--- src/rtl/mcd_pkg.sv ---
package mcd_pkg;

  // Per-line handshake sequencer states
  typedef enum logic [1:0] {
    HS_IDLE  = 2'd0,
    HS_DRIVE = 2'd1,
    HS_REL   = 2'd2
  } hs_state_e;

  // Decoded routing of one access
  typedef struct packed {
    logic stb;
    logic we;
    logic boot;
  } route_t;

endpackage

--- src/rtl/mcd_cfg_sync.sv ---
module mcd_cfg_sync #(
  parameter int ID_W = 2
) (
  input  logic            clk,
  input  logic            rst,
  input  logic            mode_i,
  input  logic [ID_W-1:0] id_i,
  output logic            mode_o,
  output logic [ID_W-1:0] id_o
);

  always_ff @(posedge clk) begin
    if (rst) begin
      mode_o <= 1'b0;
      id_o   <= '0;
    end else begin
      mode_o <= mode_i;
      id_o   <= id_i;
    end
  end

  // mode stays cleared in the cycle after reset
  mode_after_rst_chk: assert property (@(posedge clk) rst |=> !mode_o);

endmodule

--- src/rtl/mcd_addr_decode.sv ---
module mcd_addr_decode
  import mcd_pkg::*;
#(
  parameter int ADDR_W  = 32,
  parameter int ID_LSB  = 25,
  parameter int ID_W    = 2,
  parameter int SEL_BIT = 27,
  parameter int OFF_W   = 12,
  parameter int N_TGT   = 4
) (
  input  logic              clk,
  input  logic              rst,
  input  logic              mode_q_i,
  input  logic [ID_W-1:0]   id_q_i,
  input  logic              acc_valid_i,
  input  logic              acc_write_i,
  input  logic [ADDR_W-1:0] acc_addr_i,
  input  logic [N_TGT-1:0]  norm_sel_i,
  output logic              claim_o,
  output logic              reg_stb_o,
  output logic              reg_we_o,
  output logic [OFF_W-1:0]  reg_off_o,
  output logic              boot_cs_o,
  output logic [N_TGT-1:0]  tgt_sel_o
);

  localparam int ID_MSB = ID_LSB + ID_W - 1;

  logic [ID_W-1:0] addr_id;
  logic            hit;
  logic            sel_hi;
  route_t          route_d;
  logic            unused_addr;

  assign addr_id     = acc_addr_i[ID_MSB:ID_LSB];
  assign sel_hi      = acc_addr_i[SEL_BIT];
  assign hit         = acc_valid_i && mode_q_i && (addr_id == id_q_i);
  assign claim_o     = acc_valid_i && (!mode_q_i || (addr_id == id_q_i));
  assign unused_addr = ^acc_addr_i;

  always_comb begin
    route_d = '0;
    if (hit) begin
      if (acc_write_i) begin
        route_d.stb = 1'b1;
        route_d.we  = 1'b1;
      end else if (sel_hi) begin
        route_d.boot = 1'b1;
      end else begin
        route_d.stb = 1'b1;
      end
    end
  end

  always_ff @(posedge clk) begin
    if (rst) begin
      reg_stb_o <= 1'b0;
      reg_we_o  <= 1'b0;
      reg_off_o <= '0;
      boot_cs_o <= 1'b0;
      tgt_sel_o <= '0;
    end else begin
      reg_stb_o <= route_d.stb;
      reg_we_o  <= route_d.we;
      boot_cs_o <= route_d.boot;
      if (hit) begin
        reg_off_o <= acc_addr_i[OFF_W-1:0];
      end
      tgt_sel_o <= mode_q_i ? '0 : norm_sel_i;
    end
  end

  // the boot select and the register strobe never fire together
  boot_excl_chk: assert property (@(posedge clk) disable iff (rst)
    !(boot_cs_o && reg_stb_o));


  write_no_boot_chk: assert property (@(posedge clk) disable iff (rst)
    (acc_valid_i && acc_write_i) |=> !boot_cs_o);


  mismatch_quiet_chk: assert property (@(posedge clk) disable iff (rst)
    (acc_valid_i && mode_q_i && (addr_id != id_q_i)) |=> (!reg_stb_o && !boot_cs_o));


  mode_blocks_tgt_chk: assert property (@(posedge clk) disable iff (rst)
    mode_q_i |=> (tgt_sel_o == '0));


  normal_quiet_chk: assert property (@(posedge clk) disable iff (rst)
    !mode_q_i |=> (!reg_stb_o && !boot_cs_o));

endmodule

--- src/rtl/mcd_hs_line.sv ---
module mcd_hs_line
  import mcd_pkg::*;
#(
  parameter logic ACT_LVL = 1'b0,
  parameter logic REL_LVL = 1'b0
) (
  input  logic clk,
  input  logic rst,
  input  logic req_i,
  output logic val_o,
  output logic oe_o
);

  hs_state_e st;

  always_ff @(posedge clk) begin
    if (rst) begin
      st    <= HS_IDLE;
      val_o <= REL_LVL;
      oe_o  <= 1'b0;
    end else if (req_i) begin
      st    <= HS_DRIVE;
      val_o <= ACT_LVL;
      oe_o  <= 1'b1;
    end else if (st == HS_DRIVE) begin
      st    <= HS_REL;
      val_o <= REL_LVL;
      oe_o  <= 1'b1;
    end else begin
      st    <= HS_IDLE;
      val_o <= REL_LVL;
      oe_o  <= 1'b0;
    end
  end


  hs_drive_chk: assert property (@(posedge clk) disable iff (rst)
    req_i |=> (oe_o && val_o == ACT_LVL));

  // one release cycle at the release level
  hs_release_chk: assert property (@(posedge clk) disable iff (rst)
    (st == HS_DRIVE && !req_i) |=> (oe_o && val_o == REL_LVL));

  // then float
  hs_float_chk: assert property (@(posedge clk) disable iff (rst)
    (st == HS_REL && !req_i) |=> !oe_o);

endmodule

--- src/rtl/mc_bus_decoder.sv ---
module mc_bus_decoder #(
  parameter int ADDR_W  = 32,
  parameter int ID_LSB  = 25,
  parameter int ID_W    = 2,
  parameter int SEL_BIT = 27,
  parameter int OFF_W   = 12,
  parameter int N_TGT   = 4,
  parameter int N_HS    = 3,
  parameter logic [N_HS-1:0] HS_ACT = '0,
  parameter logic [N_HS-1:0] HS_REL = 3'b010
) (
  input  logic              clk,
  input  logic              rst,
  input  logic              cfg_multi_i,
  input  logic [ID_W-1:0]   cfg_id_i,
  input  logic              acc_valid_i,
  input  logic              acc_write_i,
  input  logic [ADDR_W-1:0] acc_addr_i,
  input  logic [N_TGT-1:0]  norm_sel_i,
  input  logic [N_HS-1:0]   hs_req_i,
  output logic              reg_stb_o,
  output logic              reg_we_o,
  output logic [OFF_W-1:0]  reg_off_o,
  output logic              boot_cs_o,
  output logic [N_TGT-1:0]  tgt_sel_o,
  output logic [N_HS-1:0]   hs_val_o,
  output logic [N_HS-1:0]   hs_oe_o
);

  logic            mode_q;
  logic [ID_W-1:0] id_q;
  logic            claim;
  logic [N_HS-1:0] req_q;

  mcd_cfg_sync #(.ID_W(ID_W)) u_cfg (
    .clk    (clk),
    .rst    (rst),
    .mode_i (cfg_multi_i),
    .id_i   (cfg_id_i),
    .mode_o (mode_q),
    .id_o   (id_q)
  );

  mcd_addr_decode #(
    .ADDR_W  (ADDR_W),
    .ID_LSB  (ID_LSB),
    .ID_W    (ID_W),
    .SEL_BIT (SEL_BIT),
    .OFF_W   (OFF_W),
    .N_TGT   (N_TGT)
  ) u_dec (
    .clk         (clk),
    .rst         (rst),
    .mode_q_i    (mode_q),
    .id_q_i      (id_q),
    .acc_valid_i (acc_valid_i),
    .acc_write_i (acc_write_i),
    .acc_addr_i  (acc_addr_i),
    .norm_sel_i  (norm_sel_i),
    .claim_o     (claim),
    .reg_stb_o   (reg_stb_o),
    .reg_we_o    (reg_we_o),
    .reg_off_o   (reg_off_o),
    .boot_cs_o   (boot_cs_o),
    .tgt_sel_o   (tgt_sel_o)
  );

  // requests count only during a claimed access
  assign req_q = claim ? hs_req_i : '0;

  for (genvar g = 0; g < N_HS; g++) begin : g_hs
    mcd_hs_line #(
      .ACT_LVL (HS_ACT[g]),
      .REL_LVL (HS_REL[g])
    ) u_line (
      .clk   (clk),
      .rst   (rst),
      .req_i (req_q[g]),
      .val_o (hs_val_o[g]),
      .oe_o  (hs_oe_o[g])
    );
  end


  unclaimed_float_chk: assert property (@(posedge clk) disable iff (rst)
    (!claim && !$past(claim) && !$past(claim, 2)) |=> (hs_oe_o == '0));


  reset_idle_chk: assert property (@(posedge clk)
    rst |=> (hs_oe_o == '0 && !reg_stb_o && !boot_cs_o && tgt_sel_o == '0));

endmodule

--- config.mk ---
export PLATFORM = sky130hd
export DESIGN_NAME = mc_bus_decoder
export DESIGN_NICKNAME = d
export VERILOG_FILES = /design/src/rtl/mcd_pkg.sv /design/src/rtl/mcd_cfg_sync.sv /design/src/rtl/mcd_addr_decode.sv /design/src/rtl/mcd_hs_line.sv /design/src/rtl/mc_bus_decoder.sv
export SDC_FILE = /design/constraint.sdc
export NUM_CORES = 1
export LEC_CHECK = 0
export BUFFER_PORTS_ARGS = -buffer_cell sky130_fd_sc_hd__buf_4
export CAP_MARGIN = 40
export CORE_MARGIN = 10
export CORE_UTILIZATION = 35
export CTS_CLUSTER_SIZE = 14
export DETAILED_ROUTE_END_ITERATION = 12
export MAX_ROUTING_LAYER = met4
export PLACE_DENSITY = 0.75
export SKIP_CTS_REPAIR_TIMING = 1
export SKIP_LAST_GASP = 1
export SLEW_MARGIN = 25
export SYNTH_ARGS = -nofsm -noshare
export SYNTH_HDL_FRONTEND = slang
export SYNTH_SLANG_ARGS = --single-unit
--- constraint.sdc ---
create_clock -name clk -period 3.2 [get_ports clk]
set_input_delay 0 -clock clk [delete_from_list [all_inputs] [get_ports clk]]
set_output_delay 0 -clock clk [all_outputs]
set_load 0.03 [all_outputs]
---- Word level (Yosys, flattened, before mapping) ----
Index checks and enable logic that the tools add are counted.
word-level totals
  flip-flop bits (word level) ............. 32
  bits of input ports ..................... 46
  output and inout port bits .............. 25
  logic and storage cells ................. 51
operators by class
  equal/unequal tests ..................... 4
  muxes and demuxes ....................... 18
  bitwise gates (word level) .............. 1
  reductions and logical operators ........ 11
operators with widths
  cell                                                              count
  1-bit 2-to-1 mux                                                  14
  2-bit OR reduction                                                5
  2-bit by 1-bit == test with 1-bit output (second input constant)  3
  2-bit 2-to-1 mux                                                  3
  1-bit logical AND                                                 3
  3-bit 2-to-1 mux                                                  1
  3-bit OR reduction                                                1
  2-bit == test                                                     1
  1-bit zero test                                                   1
  1-bit logical OR                                                  1
  1-bit NOT                                                         1

---- Logic depth before layout (Yosys ltp) ----
Gate-level depths: netlist of run 1.
  depth in word-level cells ............... 5
  depth in mapped cells ................... 4
  gate-level depth less buffers ........... 3

---- By module ----
From an unflattened synthesis of run 1, not the netlist that was laid out.
second synthesis, totals
  cells, all modules ...................... 113
  area total of the unflattened synthesis .. 1237.4 um2
modules (own cells, without submodules)
  module                            times used  cells each  area each (um2)  sequential area each (um2)
  mcd_addr_decode                   1           74          795.8            380.4
  mcd_hs_line (g_hs[0].u_line ...)  2           10          111.4            60.1
  mcd_hs_line (g_hs[1].u_line)      1           10          121.4            80.1
  mcd_cfg_sync                      1           6           78.8             60.1
  mc_bus_decoder                    1           3           18.8             0.0

---- Worst setup path before layout of run 1 ----
Ideal clock, no wire load.
  kind .................................... reg-to-reg
  start point ............................. reg u_cfg.id_o[0]
  end point ............................... reg u_dec.reg_off_o[10]
  library setup time ...................... 0.072 ns
  data arrival time ....................... 1.128 ns
  required time ........................... 3.128 ns
  path slack .............................. 2.001 ns
  cell stages (with the launch flop) ...... 5
  path buffers ............................ 1
  period minus slack after synthesis ...... 1.199 ns
  cell sequence ........................... dfxtp_1 > xor2_1 > nor3_4 > buf_8 > mux2i_1
between the ends
  longest elaborated chain between the ends .. 2
ends and longest elaborated chain
  item                    line                   RTL
  start, declared         mcd_cfg_sync.sv:9      output logic [ID_W-1:0] id_o
  start signal, assigned  mcd_cfg_sync.sv:18     id_o <= id_i;
  2-bit == test           mcd_addr_decode.sv:37  assign hit = acc_valid_i && mode_q_i && (addr_id == id_q_i);
  1-bit logical AND       mcd_addr_decode.sv:37
  end signal, assigned    mcd_addr_decode.sv:67  reg_off_o <= acc_addr_i[OFF_W-1:0];
  end, declared           mcd_addr_decode.sv:22  output logic [OFF_W-1:0] reg_off_o,
Every way passes these cells.
A chain may end at the register's enable or synchronous reset.

---- Worst setup path after layout of run 1 ----
  start point ............................. reg u_cfg.id_o[0]
  end point ............................... reg g_hs[2].u_line.st[1]
between the ends
  longest elaborated chain between the ends .. 5
ends and longest elaborated chain
  item                                 line                   RTL
  2-bit == test                        mcd_addr_decode.sv:38  assign claim_o = acc_valid_i && (!mode_q_i || (addr_id == id_q_i));
  1-bit logical OR                     mcd_addr_decode.sv:38
  1-bit logical AND                    mcd_addr_decode.sv:38
  3-bit 2-to-1 mux                     mc_bus_decoder.sv:69   assign req_q = claim ? hs_req_i : '0;
  2-bit OR reduction (no source line)  n/a
  end signal, assigned                 mcd_hs_line.sv:18      st <= HS_IDLE;
  end signal, assigned                 mcd_hs_line.sv:22      st <= HS_DRIVE;
  end signal, assigned                 mcd_hs_line.sv:26      st <= HS_REL;
  end, declared                        mcd_hs_line.sv:14      hs_state_e st;
Every way passes these cells.

==> results of run 1 <==
-- power by group --
part / switching [mW] / internal [mW] / total [mW]
clock: 0.125 / 0.108 / 0.233
sequential: 0.00430 / 0.411 / 0.415
combinational: 0.0541 / 0.0685 / 0.123
total: 0.183 / 0.587 / 0.771
-- stage by stage --
step | area [um2] | setup slack (ps) | hold WS, ps | cells
after floorplan | 1220 | 2000 | 71.8 | 115
after global placement | 1590 | 1640 | 192 | 202
after detailed placement | 1590 | 1600 | 201 | 202
after CTS | 1650 | 1570 | -153 | 210
after global routing | 1930 | 1330 | 18.0 | 238
final | 1930 | 1480 | -3.17 | 238
-- cells in the mapped netlist (all sizes together) --
master,number,share of area [%]
conb,1,0.31
nor2,4,1.2
xor2,2,1.4
o21a,1,0.62
or3b,3,2.2
and2,4,2.1
nor3b,1,0.62
dfxtp,32,53
buf,7,4.9
nand2,3,0.93
a31oi,3,1.5
nand2b,24,12
nor3,1,1.3
mux2i,12,9.9
o21ai,4,1.6
nor2b,5,2.6
and3b,2,1.6
clkbuf,3,0.93
nand3,1,0.41
nand3b,1,0.62
-- metal layers --
metal | part of all wire, % | vias to the layer above | global-route usage, %
li1 | - | 518 | -
met1 | 36 | 470 | 7.99
met2 | 55 | 29 | 15.4
met3 | 6.8 | 7 | 3.94
met4 | 2.3 | 0 | 5.38
met5 | 0 | - | -
-- worst max-delay path: stages (launching register included) --
cell and delay [ps]:
dfxtp_1 310, xor2_1 190, o21ai_0 410, a31oi_1 140
dlygate4sd3_1 570
-- flip-flops by register name, summed over array words and instances (netlist names) --
register and count:
u_dec.reg_we_o 1, g_hs.u_line.oe_o 3, u_dec.reg_stb_o 1, g_hs.u_line.st 6, u_cfg.id_o 2, g_hs.u_line.val_o 1
u_dec.tgt_sel_o 4, u_dec.boot_cs_o 1, u_cfg.mode_o 1, u_dec.reg_off_o 12
-- cells by family after synthesis --
group,Yosys count,share of synthesized area (%)
multiplexers,12,9.89
XOR/XNOR,2,1.44
flip-flops,32,52.7
AND/OR/NAND/NOR,49,26.0
buffers and inverters,10,5.87
AO/OA/AOI/OAI,8,3.81
other,1,0.309
-- layout make-up --
type / count / area [um2]
Clock buffer: 8 / 58.8
Tap cell: 46 / 57.6
Fill cell: 289 / 1410
Multi-Input combinational cell: 73 / 507
Sequential cell: 32 / 641
Timing Repair Buffer: 79 / 664
-- how the worst min path moves through the flow --
stage | slack, ps | depth (start not counted) | endpoint | start
2_1_floorplan | 70 | 1 | g_hs[1].u_line.val_o | hs_req_i[1]
3_3_place_gp | 190 | 2 | g_hs[0].u_line.st[1] | hs_req_i[0]
3_5_place_dp | 200 | 2 | g_hs[0].u_line.st[1] | hs_req_i[0]
4_1_cts | -150 | 2 | g_hs[0].u_line.st[1] | hs_req_i[0]
5_1_grt | 20 | 3 | u_dec.reg_stb_o | acc_addr_i[27]
6_report | -3 | 3 | u_dec.reg_stb_o | acc_addr_i[27]
==> results by group, run 1 <==
Status
  • Status: complete, but fails checks
  • Failing checks: hold timing

Floorplan
  • FP Rows: 21
  • Core area: 3340 um2
  • Initial core utilization: 36.4%
  • Die W: 78.9 um
  • Die ar.: 6230 um2
  • Die H: 78.9 um
  • Ports: 71

Layout
  • Most common cell after layout, fill and taps aside: buf_4
  • Nets: 237
  • Final Core Density: 57.8%
  • P&R area growth vs syn: 58.7%
  • Share of layout cells above drive strength 1: 33.3%
  • Most frequent cells in the layout: 51 x buf_4, 32 x dfxtp_1, 27 x dlygate4sd3_1
  • ANT cells: 0

Detailed routing
  • Routed Wire Length: 3070 um
  • Drc violations: 0
  • Post-route ant nets: 0
  • Initial DRC Count: 31
  • Drt pass-1 iters: 3
  • Per-cell routed wire length: 12.9 um
  • Total number of vias: 1024
  • Routed vias/inst: 4.30

Placed design
  • Routability cong.: 0.723
  • Buffers added on ports: 51
  • DP Wirelength: 2110 um

Worst setup path
  • WS Path Type: register to register
  • Setup crit end: g_hs[2].u_line.st[1]
  • FF-to-FF Start: u_cfg.id_o[0]
  • Reg2reg end: g_hs[2].u_line.st[1]
  • Critical Path End Type: register
  • R2r setup slk: 1480 ps
  • Path depth of the worst reg2reg path: 4
  • Worst EP required: 3410 ps
  • Worst Path Max Fanout: 4
  • Worst Setup SP: u_cfg.id_o[0]
  • Startpoint class of the critical path: register
  • CP arrival: 1930 ps

Global routing
  • Largest net degree at the start of global routing: 37
  • Vias in the first global route: 946
  • Initial antenna violation count: 0
  • First-pass GRT wire length: 4260 um
  • GRT Overall Usage: 8.93%
  • Global route overflow: 0

Clock tree
  • Clock root buffer master: clkbuf_4
  • Clk Latency, worst-skew pair: 320 ps
  • Htree depth: 2
  • Reg clk slew, reported paths: 90 ps
  • CTS tree: done
  • Clock Sink Count: 32
  • Num CTS Buffers: 5
  • Max clock buf depth: 2

STA
  • Final Setup Violations: 0
  • Setup TNS: 0 ps
  • Period utilisation layout: 53.8%
  • Final Hold Fails: 1
  • Max Clk Rate: 0.581 GHz
  • Tmin final: 1720 ps
  • RSZ-0062 raised after global routing: false
  • Hold_ws: -3.17 ps
  • Slew Limit Fails: 0
  • Clock skew: 8.73 ps

Synth
  • Distinct cells, synth: 21
  • Yosys warning count: 0
  • Synth Area per Inst: 10.7 um2
  • Post-Syn Instances: 114
  • Cell area after synthesis: 1210 um2
  • Post-synthesis register bit count: 32
  • Sequential area share after synthesis: 52.7%

Power and ir drop
  • Pleak: 0.844 nW
  • PD cells: 400 nW/um2
  • Peak supply drop: 203 uV
  • Total power draw: 0.771 mW

Flow run
  • Max Cap Viol: 0

Min path
  • Hold Path Class: primary input to register
(Power assumes the default switching activity.)
==> inputs of run 2 (changes only) <==
clock period = 1.8 ns   (was 3.2 ns; I/O delays follow)
==> run 2 against run 1 <==
Net effect:
- the flow now finishes without violations
- worst setup slack worse by 920 ps
- fmax is 39% higher
- flip-flop and latch count stayed put
- wire length is 0.94% higher
- critical path depth stayed put
- die area stayed put
- register-to-register slack worse by 920 ps
- core utilization is 0.64 points lower
- clock skew is 3.5 ps lower
- combinational power is 76% higher
- worst hold slack better by 16 ps
- critical path type unchanged
- largest power group unchanged
==> results by group, run 2 (same netlist as run 1, synthesis figures left out) <==
Status
  • Status: completed

Layout
  • Most common cell after layout, fill and taps aside: buf_4
  • Share of layout cells above drive strength 1: 33.9% (+0.53 points)
  • Design area: 1910 um2 (-1.1%)
  • Most flops, register: u_dec.reg_off_o
  • Fill cells: 310 (+7.3%)
  • ANT cells: 0 (unchanged)
  • P&R area growth vs syn: 57.0%
  • Nets: 234 (-1.3%)
  • Top Registers: u_dec.reg_off_o (12), g_hs.u_line.st (6), u_dec.tgt_sel_o (4)
  • Most frequent cells in the layout: 51 x buf_4, 32 x dfxtp_1, 24 x nand2b_1, 24 x dlygate4sd3_1, 12 x mux2i_1
  • Max reg flops: 12 (unchanged)

Clock tree
  • Clock root buffer master: clkbuf_4
  • Clk Latency, worst-skew pair: 320 ps (about the same)
  • CTS tree: done
  • Num CTS Buffers: 5 (unchanged)
  • Clock Sink Count: 32 (unchanged)
  • Reg clk slew, reported paths: 90 ps (about the same)
  • Htree depth: 2 (unchanged)
  • Max clock buf depth: 2 (unchanged)

Placed design
  • Routability cong.: 0.695 (-3.8%)
  • Dpl cell area: 1610 um2 (+1.3%)
  • DP Wirelength: 2200 um (+4.1%)
  • Buffers added on ports: 51 (unchanged)

Floorplan
  • Core area: 3340 um2 (unchanged)
  • Ports: 71 (unchanged)
  • Die H: 78.9 um (unchanged)
  • Die W: 78.9 um (unchanged)
  • Die ar.: 6230 um2 (unchanged)
  • FP Rows: 21 (unchanged)
  • Initial core utilization: 36.4% (unchanged)

STA
  • Setup TNS: 0 ps (unchanged)
  • Tmin final: 1240 ps (-482 ps)
  • Period utilisation layout: 68.8% (+15 points)
  • Clock skew: 5.19 ps (-3.54 ps)
  • RSZ-0062 raised after global routing: false
  • Final Hold Fails: 0 (-1)
  • Max Clk Rate: 0.808 GHz (+39%)
  • Final Setup Violations: 0 (unchanged)
  • Slew Limit Fails: 0 (unchanged)

Worst setup path
  • CP arrival: 1470 ps (-460 ps)
  • Crit-path cells: xor2_1 > nor3_4 > buf_12 > mux2i_1
  • Critical Path End Type: register
  • Slowest cell on crit path: dfxtp_1
  • FF-to-FF Start: u_cfg.id_o[0]
  • Reg2reg end: u_dec.reg_off_o[5]
  • Worst EP required: 2030 ps (-1380 ps)
  • Critical Path Max Stage Delay: 320 ps (-250 ps)
  • Path depth of the worst reg2reg path: 4 (unchanged)
  • Worst Path Max Fanout: 15 (+11)
  • R2r setup slk: 560 ps (-920 ps)
  • Startpoint class of the critical path: register
  • Crit path max-delay family: flip-flops
  • WS Path Type: register to register
  • Worst path buffer plus inverter count: 1 (unchanged)

Detailed routing
  • Post-route ant nets: 0 (unchanged)
  • Routed vias/inst: 4.29 (-0.40%)
  • Drc violations: 0 (unchanged)
  • Per-cell routed wire length: 13.2 um (+2.2%)
  • Drt pass-1 iters: 4 (+1)
  • Total number of vias: 1007 (-1.7%)
  • Routed Wire Length: 3100 um (+0.94%)
  • Initial DRC Count: 31 (unchanged)

Power and ir drop
  • Power Internal: 1.04 mW (+78%)
  • Comb pwr share: 15.9% (about the same)
  • Switch share: 23.7% (-0.12 points)
  • P_sw: 0.323 mW (+76%)
  • Seq pwr share: 54.0% (+0.2 points)
  • Clock network fraction of total power: 30.1% (-0.2 points)
  • Total power draw: 1.37 mW (+77%)
  • PD cells: 717 nW/um2 (+79%)
  • Pleak: 0.825 nW (-2.2%)
  • Peak supply drop: 361 uV (+78%)

Global routing
  • Global route overflow: 0 (unchanged)
  • Largest net degree at the start of global routing: 37 (unchanged)
  • GRT Overall Usage: 9.60% (+0.67 points)
  • Vias in the first global route: 994 (+5.1%)
  • Initial antenna violation count: 0 (unchanged)
  • First-pass GRT wire length: 4570 um (+7.1%)

Flow run
  • Max Cap Viol: 0 (unchanged)

Min path
  • Hold worst-path end: u_dec.reg_stb_o
  • Hold Path Class: primary input to register
  • Hold path depth: 3 (unchanged)
  • Worst hold start: acc_addr_i[27]
run 2: per-stage QoR:
step           instances  util (%)  hold WS [ps]  worst slack, ps
5_1_grt              235      57.1          27.5              435
3_5_place_dp         203      48.2           200              578
3_3_place_gp         203      48.2           192              621
4_1_cts              211      49.9          -155              564
2_1_floorplan        115         -          71.8              601
6_report             235      57.1          12.9              562
run 2: worst max-delay path by stage:
stage / startpoint / endpoint / slack [ps] / cells after the start
4_1_cts: u_cfg.id_o[0] / g_hs[1].u_line.st[1] / 560 / 3
5_1_grt: u_cfg.id_o[0] / g_hs[1].u_line.st[1] / 440 / 3
2_1_floorplan: u_cfg.id_o[0] / u_dec.reg_off_o[10] / 600 / 4
3_3_place_gp: u_cfg.id_o[1] / u_dec.reg_we_o / 620 / 4
6_report: u_cfg.id_o[0] / u_dec.reg_off_o[5] / 560 / 4
3_5_place_dp: u_cfg.id_o[0] / g_hs[1].u_line.st[1] / 580 / 3
run 2: tightest hold or removal path, stage by stage:
cell	delay, ps
buf_4	70
nor2b_1	150
nor3b_1	60
run 2: power groups by stage:
stage | Sequential (mW) | Combinational (mW) | Clock, mW
global route | 0.741 | 0.234 | 0.457
floorplan | 0.772 | 0.0832 | 0
global placement | 0.754 | 0.171 | 0
CTS | 0.738 | 0.178 | 0.435
detailed placement | 0.755 | 0.177 | 0
finish | 0.738 | 0.217 | 0.411
run 2: area by class of cell:
| type | instances | area, um2 | area share [%] |
|---|---|---|---|
| Clock buffer | 8 | 58.8 | 3.08 |
| Multi-Input combinational cell | 73 | 507 | 26.6 |
| Sequential cell | 32 | 641 | 33.6 |
| Tap cell | 46 | 57.6 | 3.02 |
| Timing Repair Buffer | 76 | 643 | 33.7 |
run 2: routing by layer:
metal	wire length, um	global-route usage (%)	vias to the layer above
met3	171	3.27	4
met1	1160	8.79	457
met2	1710	16.9	31
met5	0	-	-
met4	56	5.91	0
li1	-	-	515
==> inputs of run 3 (changes only) <==
clock period = 1.3 ns   (was 1.8 ns; I/O delays follow)
==> run 3 against run 2 <==
Net effect:
- the run now ends with hold timing left
- count of clock-buffer cells in the layout is 2 lower
- design area is 0.26% lower
- register-to-register slack worse by 470 ps
- clock power is 23% higher
- critical path type unchanged
- critical endpoint is now u_dec.reg_off_o[9]
==> results by group, run 3 (same netlist as run 1, synthesis figures left out) <==
Status
  • Status: complete, but fails checks
  • Failing checks: hold timing

STA
  • Period utilisation layout: 92.5% (+24 points)
  • Setup TNS: 0 ps (unchanged)
  • Final Setup Violations: 0 (unchanged)
  • RSZ-0062 raised after global routing: false
  • Max Clk Rate: 0.831 GHz (+2.9%)
  • Tmin final: 1200 ps (-34.9 ps)
  • Hold_ws: -4.38 ps (-17.2 ps)
  • Clock skew: 4.64 ps (-0.555 ps)
  • Slew Limit Fails: 0 (unchanged)
  • Final Hold Fails: 1 (+1)
  • Final Worst Setup Slack: 97.1 ps (-465 ps)

Detailed routing
  • Initial DRC Count: 35 (+13%)
  • Routed vias/inst: 4.33 (+0.99%)
  • Per-cell routed wire length: 13.5 um (+2.5%)
  • Drt pass-1 iters: 3 (-1)
  • Post-route ant nets: 0 (unchanged)
  • Routed Wire Length: 3180 um (+2.5%)
  • Total number of vias: 1017 (+0.99%)
  • Drc violations: 0 (unchanged)

Placed design
  • Place WS: 105 ps (-473 ps)
  • Routability cong.: 0.705 (+1.4%)
  • Dpl cell area: 1620 um2 (+0.47%)
  • Buffers added on ports: 51 (unchanged)

Power and ir drop
  • Pleak: 0.825 nW (about the same)
  • PD cells: 963 nW/um2 (+34%)
  • Peak supply drop: 517 uV (+43%)

Min path
  • Hold path depth: 3 (unchanged)
  • Hold Path Class: primary input to register
  • Worst hold start: acc_addr_i[27]
  • Hold worst-path end: u_dec.reg_stb_o

Worst setup path
  • CP arrival: 1450 ps (-20 ps)
  • Slowest cell on crit path: dfxtp_1
  • Path depth of the worst reg2reg path: 4 (unchanged)
  • Worst Path Max Fanout: 15 (unchanged)
  • Worst EP required: 1550 ps (-480 ps)
  • FF-to-FF Start: u_cfg.id_o[0]
  • Critical Path End Type: register
  • Critical Path Max Stage Delay: 320 ps (about the same)
  • WS Path Type: register to register
  • Worst path buffer plus inverter count: 1 (unchanged)
  • R2r setup slk: 100 ps (-470 ps)
  • Startpoint class of the critical path: register
  • Crit-path cells: xor2_1 > nor3_4 > buf_12 > mux2i_1
  • Reg2reg end: u_dec.reg_off_o[9]
  • Crit path max-delay family: flip-flops

Layout
  • Max reg flops: 12 (unchanged)
  • Most common cell after layout, fill and taps aside: buf_4
  • ANT cells: 0 (unchanged)
  • Nets: 235 (+0.43%)
  • Design area: 1900 um2 (-0.26%)
  • Most flops, register: u_dec.reg_off_o
  • Fill cells: 297 (-4.2%)
  • P&R area growth vs syn: 56.5%
  • Most frequent cells in the layout: 52 x buf_4, 32 x dfxtp_1, 24 x nand2b_1, 24 x dlygate4sd3_1, 12 x mux2i_1
  • Share of layout cells above drive strength 1: 34.4% (+0.53 points)
  • Top Registers: u_dec.reg_off_o (12), g_hs.u_line.st (6), u_dec.tgt_sel_o (4)

Global routing
  • GRT Overall Usage: 9.31% (-0.29 points)
  • Vias in the first global route: 998 (+0.40%)
  • Initial antenna violation count: 0 (unchanged)
  • Largest net degree at the start of global routing: 37 (unchanged)
  • Global route overflow: 0 (unchanged)
  • First-pass GRT wire length: 4420 um (-3.2%)

Floorplan
  • FP Rows: 21 (unchanged)
  • Die H: 78.9 um (unchanged)
  • Initial core utilization: 36.4% (unchanged)
  • Die ar.: 6230 um2 (unchanged)
  • Die W: 78.9 um (unchanged)
  • Core area: 3340 um2 (unchanged)
  • Ports: 71 (unchanged)

Clock tree
  • Max clock buf depth: 2 (unchanged)
  • Htree depth: 2 (unchanged)
  • Clk Latency, worst-skew pair: 320 ps (about the same)
  • Clock Sink Count: 32 (unchanged)
  • Num CTS Buffers: 5 (unchanged)
  • CTS tree: done
  • Reg clk slew, reported paths: 90 ps (about the same)
  • Clock root buffer master: clkbuf_4

Flow run
  • Max Cap Viol: 0 (unchanged)
## run 3: worst reg2reg max path: stages (launching register included)
cell and delay [ps]:
dfxtp_1 320, xor2_1 200, nor3_4 230, buf_12 180, mux2i_1 200
## run 3: per-stage QoR
stage,util (%),instances,hold WS (ps),power (mW)
2_1_floorplan,-,115,71.8,1.18
3_3_place_gp,48.4,204,192,1.28
3_5_place_dp,48.4,204,195,1.29
4_1_cts,49.8,211,-158,1.80
5_1_grt,57.0,235,27.5,1.91
6_report,57.0,235,-4.38,1.83
## run 3: worst max path at each step
stage | startpoint | end | cells past startpoint
3_5_place_dp | u_cfg.id_o[0] | u_dec.reg_off_o[9] | 4
4_1_cts | u_cfg.id_o[0] | u_dec.reg_off_o[9] | 4
2_1_floorplan | u_cfg.id_o[0] | u_dec.reg_off_o[10] | 4
6_report | u_cfg.id_o[0] | u_dec.reg_off_o[9] | 4
3_3_place_gp | u_cfg.id_o[1] | u_dec.reg_we_o | 4
5_1_grt | u_cfg.id_o[0] | u_dec.reg_stb_o | 4
## run 3: routing by layer
metal,track usage (%),vias to the layer above,part of all wire [%]
li1,-,515,-
met1,8.38,466,37
met2,16.4,29,56
met3,3.04,7,4.6
met4,6.45,0,2.2
met5,-,-,0
## run 3: area by class of cell
| class | instances | area, um2 | area share, % |
|---|---|---|---|
| repair buffers | 77 | 651 | 34.2 |
| well taps | 46 | 57.6 | 3.03 |
| clock inverters | 1 | 5.00 | 0.263 |
| flip-flops and latches | 32 | 641 | 33.7 |
| clock buffers | 6 | 41.3 | 2.17 |
| multi-input cells | 73 | 507 | 26.6 |
## run 3: power breakdown
group,internal (mW),switching (mW)
logic,0.170,0.136
registers,1.01,0.0112
clock network,0.199,0.305
